### config.mk
export PLATFORM = sky130hd
export DESIGN_NAME = stack_xfer_engine
export DESIGN_NICKNAME = d
export VERILOG_FILES = /design/src/rtl/stk_pkg.sv /design/src/rtl/stk_pointer.sv /design/src/rtl/stk_seq.sv /design/src/rtl/stk_datapath.sv /design/src/rtl/stack_xfer_engine.sv
export SDC_FILE = /design/constraint.sdc
export NUM_CORES = 1
export LEC_CHECK = 0
export CORE_ASPECT_RATIO = 1.1
export CORE_MARGIN = 8
export CORE_UTILIZATION = 47
export DETAILED_ROUTE_END_ITERATION = 7
export GPL_TIMING_DRIVEN = 0
export PLACE_DENSITY = 0.77
export SYNTH_ARGS = -nofsm -noshare
export SYNTH_HDL_FRONTEND = slang
export SYNTH_SLANG_ARGS = --single-unit
### constraint.sdc
create_clock -name clk -period 2.8 [get_ports clk]
set_clock_uncertainty 0.15 [all_clocks]
set_input_delay 0.56 -clock clk [delete_from_list [all_inputs] [get_ports clk]]
set_output_delay 0.56 -clock clk [all_outputs]
set_load 0.005 [all_outputs]
### src/rtl/stk_pkg.sv
package stk_pkg;
  localparam int AW = 16;
  localparam int DW = 8;
  localparam int PW = 2 * DW;

  typedef enum logic [2:0] {
    OP_NONE = 3'd0, OP_PUSH = 3'd1, OP_POP = 3'd2, OP_CALL = 3'd3,
    OP_RET  = 3'd4, OP_SWAP = 3'd5, OP_LDSP = 3'd6, OP_RSVD = 3'd7
  } stk_op_e;

  typedef enum logic [3:0] {
    ST_IDLE, ST_PU_HI, ST_PU_LO, ST_PO_LO, ST_PO_HI, ST_PO_END,
    ST_SW_RLO, ST_SW_WLO, ST_SW_RHI, ST_SW_WHI
  } stk_state_e;

  typedef enum logic [1:0] {SPC_HOLD, SPC_DEC, SPC_INC, SPC_LOAD} sp_cmd_e;
  typedef enum logic [1:0] {AD_SP, AD_SP_M1, AD_SP_P1} addr_sel_e;

  function automatic logic [AW-1:0] ptr_dec(input logic [AW-1:0] p);
    return AW'(p - AW'(1));
  endfunction

  function automatic logic [AW-1:0] ptr_inc(input logic [AW-1:0] p);
    return AW'(p + AW'(1));
  endfunction

  function automatic logic op_legal(input logic [2:0] op);
    return (op != OP_NONE) && (op != OP_RSVD);
  endfunction

  function automatic logic op_gives_sp(input logic [2:0] op);
    return (op == OP_PUSH) || (op == OP_CALL) || (op == OP_LDSP);
  endfunction
endpackage

### src/rtl/stk_pointer.sv
module stk_pointer
  import stk_pkg::*;
#(
  parameter logic [AW-1:0] SP_INIT = '0
) (
  input  logic          clk,
  input  logic          rst_n,
  input  sp_cmd_e       sp_cmd,
  input  logic [AW-1:0] load_val,
  output logic [AW-1:0] sp_q
);
  always_ff @(posedge clk or negedge rst_n) begin
    if (!rst_n) begin
      sp_q <= SP_INIT;
    end else begin
      case (sp_cmd)
        SPC_DEC:  sp_q <= ptr_dec(sp_q);
        SPC_INC:  sp_q <= ptr_inc(sp_q);
        SPC_LOAD: sp_q <= load_val;
        default:  sp_q <= sp_q;
      endcase
    end
  end
endmodule

### src/rtl/stk_seq.sv
module stk_seq
  import stk_pkg::*;
(
  input  logic      clk,
  input  logic      rst_n,
  input  logic      cmd_valid,
  input  logic [2:0] cmd_op,
  output logic      ready,
  output logic      accept,
  output sp_cmd_e   sp_cmd,
  output addr_sel_e addr_sel,
  output logic      we,
  output logic      wsel_hi,
  output logic      cap_lo,
  output logic      cap_hi,
  output logic      res_from_sp,
  output logic      swap_busy,
  output logic      done
);
  stk_state_e state_q, state_d;
  logic       fin;

  assign ready     = (state_q == ST_IDLE) && !done;
  assign accept    = cmd_valid && ready && op_legal(cmd_op);
  assign swap_busy = (state_q == ST_SW_RLO) || (state_q == ST_SW_WLO) ||
                     (state_q == ST_SW_RHI) || (state_q == ST_SW_WHI);

  always_comb begin
    state_d  = state_q;
    sp_cmd   = SPC_HOLD;
    addr_sel = AD_SP;
    we       = 1'b0;
    wsel_hi  = 1'b0;
    cap_lo   = 1'b0;
    cap_hi   = 1'b0;
    fin      = 1'b0;
    case (state_q)
      ST_IDLE: begin
        if (accept) begin
          case (cmd_op)
            OP_PUSH, OP_CALL: state_d = ST_PU_HI;
            OP_POP,  OP_RET:  state_d = ST_PO_LO;
            OP_SWAP:          state_d = ST_SW_RLO;
            default: begin
              sp_cmd = SPC_LOAD;
              fin    = 1'b1;
            end
          endcase
        end
      end
      ST_PU_HI: begin
        sp_cmd = SPC_DEC; addr_sel = AD_SP_M1; we = 1'b1; wsel_hi = 1'b1;
        state_d = ST_PU_LO;
      end
      ST_PU_LO: begin
        sp_cmd = SPC_DEC; addr_sel = AD_SP_M1; we = 1'b1;
        fin = 1'b1; state_d = ST_IDLE;
      end
      ST_PO_LO: begin
        sp_cmd = SPC_INC; state_d = ST_PO_HI;
      end
      ST_PO_HI: begin
        sp_cmd = SPC_INC; cap_lo = 1'b1; state_d = ST_PO_END;
      end
      ST_PO_END: begin
        cap_hi = 1'b1; fin = 1'b1; state_d = ST_IDLE;
      end
      ST_SW_RLO: state_d = ST_SW_WLO;
      ST_SW_WLO: begin
        we = 1'b1; cap_lo = 1'b1; state_d = ST_SW_RHI;
      end
      ST_SW_RHI: begin
        addr_sel = AD_SP_P1; state_d = ST_SW_WHI;
      end
      ST_SW_WHI: begin
        addr_sel = AD_SP_P1; we = 1'b1; wsel_hi = 1'b1; cap_hi = 1'b1;
        fin = 1'b1; state_d = ST_IDLE;
      end
      default: state_d = ST_IDLE;
    endcase
  end

  always_ff @(posedge clk or negedge rst_n) begin
    if (!rst_n) begin
      state_q     <= ST_IDLE;
      done        <= 1'b0;
      res_from_sp <= 1'b0;
    end else begin
      state_q <= state_d;
      done    <= fin;
      if (accept) res_from_sp <= op_gives_sp(cmd_op);
    end
  end
endmodule

### src/rtl/stk_datapath.sv
module stk_datapath
  import stk_pkg::*;
(
  input  logic          clk,
  input  logic          rst_n,
  input  logic          accept,
  input  logic [PW-1:0] cmd_arg,
  input  logic [AW-1:0] sp,
  input  addr_sel_e     addr_sel,
  input  logic          wsel_hi,
  input  logic          cap_lo,
  input  logic          cap_hi,
  input  logic          res_from_sp,
  input  logic [DW-1:0] mem_rdata,
  output logic [AW-1:0] mem_addr,
  output logic [DW-1:0] mem_wdata,
  output logic [PW-1:0] result
);
  logic [PW-1:0] opnd_q;
  logic [DW-1:0] lo_q, hi_q;

  always_comb begin
    case (addr_sel)
      AD_SP_M1: mem_addr = ptr_dec(sp);
      AD_SP_P1: mem_addr = ptr_inc(sp);
      default:  mem_addr = sp;
    endcase
  end

  assign mem_wdata = wsel_hi ? opnd_q[PW-1:DW] : opnd_q[DW-1:0];
  assign result    = res_from_sp ? PW'(sp) : {hi_q, lo_q};

  always_ff @(posedge clk or negedge rst_n) begin
    if (!rst_n) begin
      opnd_q <= '0;
      lo_q   <= '0;
      hi_q   <= '0;
    end else begin
      if (accept) opnd_q <= cmd_arg;
      if (cap_lo) lo_q <= mem_rdata;
      if (cap_hi) hi_q <= mem_rdata;
    end
  end
endmodule

### src/rtl/stack_xfer_engine.sv
module stack_xfer_engine
  import stk_pkg::*;
#(
  parameter logic [15:0] SP_INIT = 16'h0000
) (
  input  logic        clk,
  input  logic        rst_n,
  input  logic        cmd_valid,
  input  logic [2:0]  cmd_op,
  input  logic [15:0] cmd_arg,
  output logic        cmd_ready,
  output logic [15:0] mem_addr,
  output logic [7:0]  mem_wdata,
  output logic        mem_we,
  input  logic [7:0]  mem_rdata,
  output logic [15:0] result,
  output logic        done,
  output logic [15:0] sp_value
);
  sp_cmd_e   sp_cmd;
  addr_sel_e addr_sel;
  logic      wsel_hi, cap_lo, cap_hi, res_from_sp;
  logic      ev_accept, ev_swap_busy, ev_sp_load;

  assign ev_sp_load = (sp_cmd == SPC_LOAD);

  stk_seq u_seq (
    .clk(clk), .rst_n(rst_n), .cmd_valid(cmd_valid), .cmd_op(cmd_op),
    .ready(cmd_ready), .accept(ev_accept), .sp_cmd(sp_cmd),
    .addr_sel(addr_sel), .we(mem_we), .wsel_hi(wsel_hi), .cap_lo(cap_lo),
    .cap_hi(cap_hi), .res_from_sp(res_from_sp), .swap_busy(ev_swap_busy),
    .done(done)
  );

  stk_pointer #(.SP_INIT(SP_INIT)) u_ptr (
    .clk(clk), .rst_n(rst_n), .sp_cmd(sp_cmd), .load_val(cmd_arg),
    .sp_q(sp_value)
  );

  stk_datapath u_dp (
    .clk(clk), .rst_n(rst_n), .accept(ev_accept), .cmd_arg(cmd_arg),
    .sp(sp_value), .addr_sel(addr_sel), .wsel_hi(wsel_hi), .cap_lo(cap_lo),
    .cap_hi(cap_hi), .res_from_sp(res_from_sp), .mem_rdata(mem_rdata),
    .mem_addr(mem_addr), .mem_wdata(mem_wdata), .result(result)
  );
endmodule

==> results of run 1 <==
==> layout make-up <==
cell class	instances	area, µm²
Multi-Input combinational cell	333	2900
Fill cell	583	1950
Timing Repair Buffer	172	1530
Sequential cell	54	1360
Buffer	29	277
Tap cell	111	139
Clock buffer	7	86.3
Inverter	14	73.8
Clock inverter	1	8.76
==> cell usage after synthesis, drive strengths merged, types with 2 or more instances <==
| cell | count |
|---|---|
| or3b | 3 |
| or3 | 6 |
| nor2 | 26 |
| and4 | 3 |
| a22o | 4 |
| mux2 | 57 |
| nand2b | 6 |
| or4 | 3 |
| and3 | 7 |
| clkbuf | 33 |
| a211oi | 2 |
| a21o | 4 |
| nor4 | 8 |
| and2 | 7 |
| a21oi | 29 |
| mux2i | 3 |
| nand3b | 4 |
| o221ai | 3 |
| nand3 | 15 |
| inv | 13 |
| o22ai | 13 |
| ha | 4 |
| o211ai | 5 |
| nand4 | 8 |
| nor3 | 12 |
| xor2 | 4 |
| dfrtp | 54 |
| a221o | 4 |
| a22oi | 9 |
| buf | 8 |
| a31oi | 2 |
| o31ai | 10 |
| xnor2 | 6 |
| nor4b | 3 |
| o2bb2ai | 2 |
| o21ai | 22 |
| nand2 | 19 |
| a221oi | 7 |
==> path summary, 6_finish.rpt <==
| check | start | end | slack, ns | cells past startpoint |
|---|---|---|---|---|
| setup / recovery | u_seq.state_q[1]$_DFFE_PN0P_ | mem_addr[8] | -0.17 | 12 |
| hold / removal | rst_n | u_ptr.sp_q[8]$_DFFE_PN0P_ | 0.09 | 1 |
| setup reg to reg | u_seq.state_q[1]$_DFFE_PN0P_ | u_ptr.sp_q[10]$_DFFE_PN0P_ | 0.10 | 7 |
| hold reg to reg | u_dp.hi_q[3]$_DFFE_PN0P_ | u_dp.hi_q[3]$_DFFE_PN0P_ | 0.36 | 1 |
| max in group asynchronous | rst_n | u_ptr.sp_q[1]$_DFFE_PN0P_ | 1.79 | 2 |
| min in group clk | u_dp.hi_q[3]$_DFFE_PN0P_ | u_dp.hi_q[3]$_DFFE_PN0P_ | 0.36 | 1 |
==> power groups by stage <==
stage | registers, µW | clock network, µW | logic, µW
after global routing | 1660 | 526 | 7250
final | 1610 | 503 | 6900
after floorplan | 1390 | 0 | 2830
after detailed placement | 1480 | 0 | 4950
after global placement | 1460 | 0 | 4870
after CTS | 1560 | 506 | 6300
==> routing by layer <==
| metal | GRT usage [%] | vias to the layer above |
|---|---|---|
| li1 | - | 2010 |
| met1 | 33.8 | 2264 |
| met2 | 44.9 | 293 |
| met3 | 4.78 | 93 |
| met4 | 15.7 | 0 |
| met5 | 0 | - |
==> kinds of logic after synthesis <==
group / synth area share [%]
flops: 33.7
compound gates: 21.3
simple gates: 19.1
xor+xnor: 2.18
mux: 16.7
buf+inv: 5.74
fa+ha+maj: 1.25
==> stage by stage <==
step / cell area (µm²) / hold slack [ns]
finish: 6370 / 0.0910
floorplan: 4020 / 0.114
detailed placement: 5040 / 0.339
global route: 6370 / 0.158
CTS: 6070 / 0.121
global placement: 5030 / 0.332
==> flip-flops by register name, summed over array words and instances, names as in the netlist <==
signal and count:
u_seq.done 1, u_dp.hi_q 8, u_seq.state_q 4, u_ptr.sp_q 16, u_seq.res_from_sp 1, u_dp.lo_q 8
u_dp.opnd_q 16
==> timing repair <==
| item | in CTS | in global routing |
|---|---|---|
| endpoints found under the setup margin | 40 | 29 |
| resized for setup | 209 | 60 |
| pin swaps | 41 | 42 |
| cloned | 1 | 0 |
| setup buffers | 67 | 17 |
==> flow_metrics.tcl, run 1 <==
set metrics [dict create \
    die_h_um 113 \
    setup-tns-final_ns -1.67 \
    synth_cells 442 \
    core_mm2 0.00832 \
    grt_start_max_net_pins 29 \
    criticalPathCategory "register to primary output" \
    cp_data_arrival_time_ns 2.26 \
    critPathLaunchType "register" \
    hpwl_um 11100 \
    most-common-layout-cells "buf_4 (67), clkdlybuf4s50_1 (61), mux2_2 (57)" \
    dp_slack_ns -1.14 \
    critPathMaxStageDelay_ns 0.44 \
    ys_ff_latch 54 \
    fin_nets 643 \
    grt_usage_pct 27.5 \
    viasPerCell 6.46 \
    worst_slack_ns -0.166 \
    cp.required_ns 2.09 \
    critPathMostFrequentCell "buf_6" \
    stdcell_count 721 \
    synthDistinctLibCells 62 \
    place_congestion 0.947 \
    maxCapViolations 0 \
    cpMaxStageDelayCell "dfrtp_1" \
    vias 4660 \
    pwr-share-clk_pct 5.6 \
    synth_edf_count 0 \
    synth_ff_type "dfrtp_1" \
    layout_commonest_cell "buf_4" \
    rsz0062_at_grt "yes" \
    drt_wl_total_um 16900 \
    total_power_uw 9010 \
    routed.top_layer "met4" \
    met2_length_um 8000 \
    switchingPower_uw 4050 \
    min_period_ns 2.97 \
    synthesis.nets 476 \
    syn2layout_area_growth_pct 58.8 \
    drive_gt1_share_pct 46.6 \
    cts_root_buffer "clkbuf_8" \
    ir_worst_vdd_uv 788 \
    violations "negative setup slack" \
    cts_max_path_buffers 2 \
    dp_cells 641 \
    grt_pass1_wl_um 25900 \
    htreeDepth 2 \
    grt_pass1_vias 4758 \
    worstSkewPairLatency_ns 0.33 \
    combPwrFrac_pct 76.6 \
    wl_met1_um 6520 \
    route.met3.wl_um 1450 \
    antenna_cells 0 \
    dieArea_mm2 0.0118 \
    first_pass_iters 5 \
    drtIter0Drc 407 \
    yosysWarnings 0 \
    tritoncts "done" \
    antenna_found_initial 0 \
    switching_share_pct 44.9 \
    initial_core_util_pct 48.2 \
    p_int_uw 4960 \
    path_clk_slew_ns 0.12 \
    slew_headroom_pct 40.3 \
    crit_chain "buf_8, xor2_4, nand2_4, inv_4, ha_4, clkinv_4, buf_6, buf_6, o2bb2ai_2, o21ai_1, o31ai_1, buf_2" \
    fmax_ghz 0.337 \
    io_pins 89 \
    finalHoldViolCount 0 \
    crit_fanout 6 \
    end_kind "primary output" \
    ys_top_cells_by_area "dfrtp_1 (34%), mux2_2 (16%), a21oi_1 (3.6%)" \
    setup_violations 16 \
    ant_nets 0 \
    numCtsBuffers 5 \
    worstMarginPinSlew_ns 0.896 \
    ys_seq_area_share_pct 33.7 \
    drcViolationCount 0 \
    num_rows 35 \
    status "finished with violations" \
    hold_class "input pin to asynchronous set/reset pin" \
    synth_top_area_cell "dfrtp_1" \
    overflow 0 \
    netlist_area_mm2 0.00401 \
    synth_top_cell_area_share_pct 33.7 \
    async_flop_share_pct 100 \
    place.port_buffers 87 \
    fp.dieW_um 104 \
    power.leakage_uw 0.00258 \
    clock-sinks 54 \
    syn_avg_cell_area_um2 9.08 \
    critPathBufInv 6 \
    power_density_mw_per_mm2 1410 \
    finalCritPeriodShare_pct 106 \
    crit_family "buffers and inverters" \
    pwr-share-seq_pct 17.8 \
    utilization_pct 76.6 \
    slew_viol_final 0 \
    postCtsHoldBufs 0 \
    wl_per_cell_um 23.5 \
]
(Power assumes the default switching activity.)
==> run 2, diff against run 1 <==
--- a/config.mk
+++ b/config.mk
@@ -5,7 +5,8 @@
 export SDC_FILE = /design/constraint.sdc
 export NUM_CORES = 1
 export LEC_CHECK = 0
-export CORE_ASPECT_RATIO = 1.1
+export CAP_MARGIN = 30
+export CORE_ASPECT_RATIO = 1.25
 export CORE_MARGIN = 8
 export CORE_UTILIZATION = 47
 export DETAILED_ROUTE_END_ITERATION = 7
==> run 2 against run 1 <==
Net effect: the flow still finishes with violations (negative setup slack); sequential power hardly changed; power increased by 2.0%; flip-flop and latch count did not move; critical path depth shrank 1; global-route usage increased by 0.22 points; core utilization is 0.54 points higher; sequential share of layout area is 0.082 points lower.
==> flow_metrics.tcl, run 2 (synthesis results as in run 1) <==
set metrics [dict create \
    cts_root_buffer "clkbuf_8" \
    top_usage_layer "met2" \
    timing.rr.end "u_ptr.sp_q[10]$_DFFE_PN0P_" \
    grt_pass1_vias 4687 \
    layout_commonest_cell "buf_4" \
    ant_nets 0 \
    holdWs_ns 0.103 \
    cts_max_path_buffers 2 \
    path_depth 11 \
    fmax_ghz 0.332 \
    fillers 540 \
    min_period_ns 3.01 \
    num_rows 37 \
    vias 4733 \
    antenna_cells 0 \
    cpMaxStageDelayCell "dfrtp_1" \
    finalHoldViolCount 0 \
    critPathBufInv 5 \
    place_congestion 0.996 \
    most-common-layout-cells "buf_4 (67), clkdlybuf4s50_1 (61), mux2_2 (55)" \
    slew_viol_final 0 \
    antenna_found_initial 0 \
    status "finished with violations" \
    worstMarginPinSlew_ns 0.957 \
    dp_slack_ns -1.21 \
    drive_gt1_share_pct 46.5 \
    crit_start "u_seq.state_q[1]$_DFFE_PN0P_" \
    end_kind "primary output" \
    core_mm2 0.00829 \
    drtIter0Drc 411 \
    crit_fanout 10 \
    clock-sinks 54 \
    worstSkewPairLatency_ns 0.33 \
    power.leakage_uw 0.00261 \
    hold_class "input pin to asynchronous set/reset pin" \
    dieArea_mm2 0.0118 \
    viasPerCell 6.70 \
    grt_pass1_wl_um 25900 \
    cp_data_arrival_time_ns 2.30 \
    first_pass_iters 6 \
    htreeDepth 2 \
    critPathLaunchType "register" \
    place.port_buffers 87 \
    criticalPathCategory "register to primary output" \
    fp.dieW_um 98.6 \
    initial_core_util_pct 48.4 \
    drt_wl_total_um 17200 \
    power_density_mw_per_mm2 1440 \
    setup_violations 16 \
    met2_usage_pct 46.1 \
    wl_per_cell_um 24.4 \
    worst_slack_ns -0.213 \
    ir_worst_vdd_uv 891 \
    grt_start_max_net_pins 29 \
    slew_headroom_pct 36.2 \
    gr-usage-met1_pct 32.3 \
    rsz0062_at_grt "yes" \
    grt_usage_pct 27.8 \
    timing.reg2reg.setup_slack_ns 0.03 \
    largestRegisters "u_dp.opnd_q x16, u_ptr.sp_q x16" \
    r2r_cells 8 \
    crit_family "buffers and inverters" \
    syn2layout_area_growth_pct 59.3 \
    dp_cells 627 \
    crit_chain "buf_8, xor2_4, nand2_4, inv_4, buf_6, ha_4, clkinv_4, o22ai_2, a21oi_1, a21oi_1, buf_2" \
    endpoint "mem_addr[7]" \
    overflow 0 \
    finalCritPeriodShare_pct 108 \
    critPathMostFrequentCell "a21oi_1" \
    tritoncts "done" \
    rr_startpoint "u_seq.state_q[2]$_DFFE_PN0P_" \
    fin_nets 642 \
    setup-tns-final_ns -1.97 \
    io_pins 89 \
    hpwl_um 10900 \
    drcViolationCount 0 \
    stdcell_count 706 \
    violations "negative setup slack" \
    gr-usage-met3_pct 5.77 \
    die_h_um 119 \
    maxCapViolations 0 \
    critPathMaxStageDelay_ns 0.41 \
    numCtsBuffers 5 \
    path_clk_slew_ns 0.10 \
    cp.required_ns 2.09 \
]
-- run 2: cell types whose count changed in the layout (fill, tap and decap cells not counted), sizes merged --
cell / before / now
clkbuf: 25 / 24
dlymetal6s2s: 4 / 6
dlygate4sd2: 5 / 3
-- run 2: per-layer routing --
metal	vias to the layer above	wire length [µm]	part of all wire, %
met5	-	0	0
met4	0	1080	6.3
met3	103	1470	8.5
met2	339	8100	47
met1	2279	6550	38
li1	2012	-	-
-- run 2: worst reg2reg max path, stage by stage (launching register included) --
cell,delay (ns)
dfrtp_2,0.47
buf_4,0.16
or4_4,0.50
buf_6,0.16
nor3_4,0.26
buf_4,0.21
nor2_2,0.13
a32o_1,0.30
a221o_1,0.33
-- run 2: worst min-delay path by stage --
stage | endpoint | startpoint | cells past startpoint | slack, ns
floorplan | u_dp.hi_q[0]$_DFFE_PN0P_ | rst_n | 0 | 0.11
global placement | u_dp.opnd_q[15]$_DFFE_PN0P_ | u_dp.opnd_q[15]$_DFFE_PN0P_ | 1 | 0.33
detailed placement | u_dp.opnd_q[13]$_DFFE_PN0P_ | u_dp.opnd_q[13]$_DFFE_PN0P_ | 1 | 0.34
CTS | u_seq.done$_DFF_PN0_ | rst_n | 1 | 0.13
global route | u_seq.done$_DFF_PN0_ | rst_n | 1 | 0.16
finish | u_seq.done$_DFF_PN0_ | rst_n | 1 | 0.10
-- run 2: layout make-up --
cell class              count  area (µm²)  share of cell area (%)
repair buffers            171        1540                    24.1
flip-flops and latches     54        1360                    21.3
clock inverters             1        8.76                   0.137
plain buffers              29         287                    4.48
clock buffers               7        96.3                    1.51
well taps                  97         121                    1.90
multi-input cells         333        2910                    45.5
inverters                  14        71.3                    1.12
-- run 2: stage by stage --
| step | total power, µW | instance area, µm² | utilization (%) |
|---|---|---|---|
| finish | 9190 | 6390 | 77.1 |
| global placement | 6350 | 5010 | 60.4 |
| detailed placement | 6430 | 5020 | 60.6 |
| CTS | 8500 | 6100 | 73.6 |
| floorplan | 4210 | 4020 | - |
| global route | 9630 | 6390 | 77.1 |
-- run 2: repair_timing --
item | in CTS | in global routing
pin swaps | 37 | 22
cloned | 0 | 1
buffers inserted | 65 | 20
endpoints found under the setup margin | 39 | 32
hold buffers | 0 | 0
gates resized for setup | 216 | 46
-- run 2: where the power goes --
part	internal, µW	switching, µW	total (µW)
Sequential	1180	416	1600
Combinational	3700	3380	7080
Clock	228	284	512
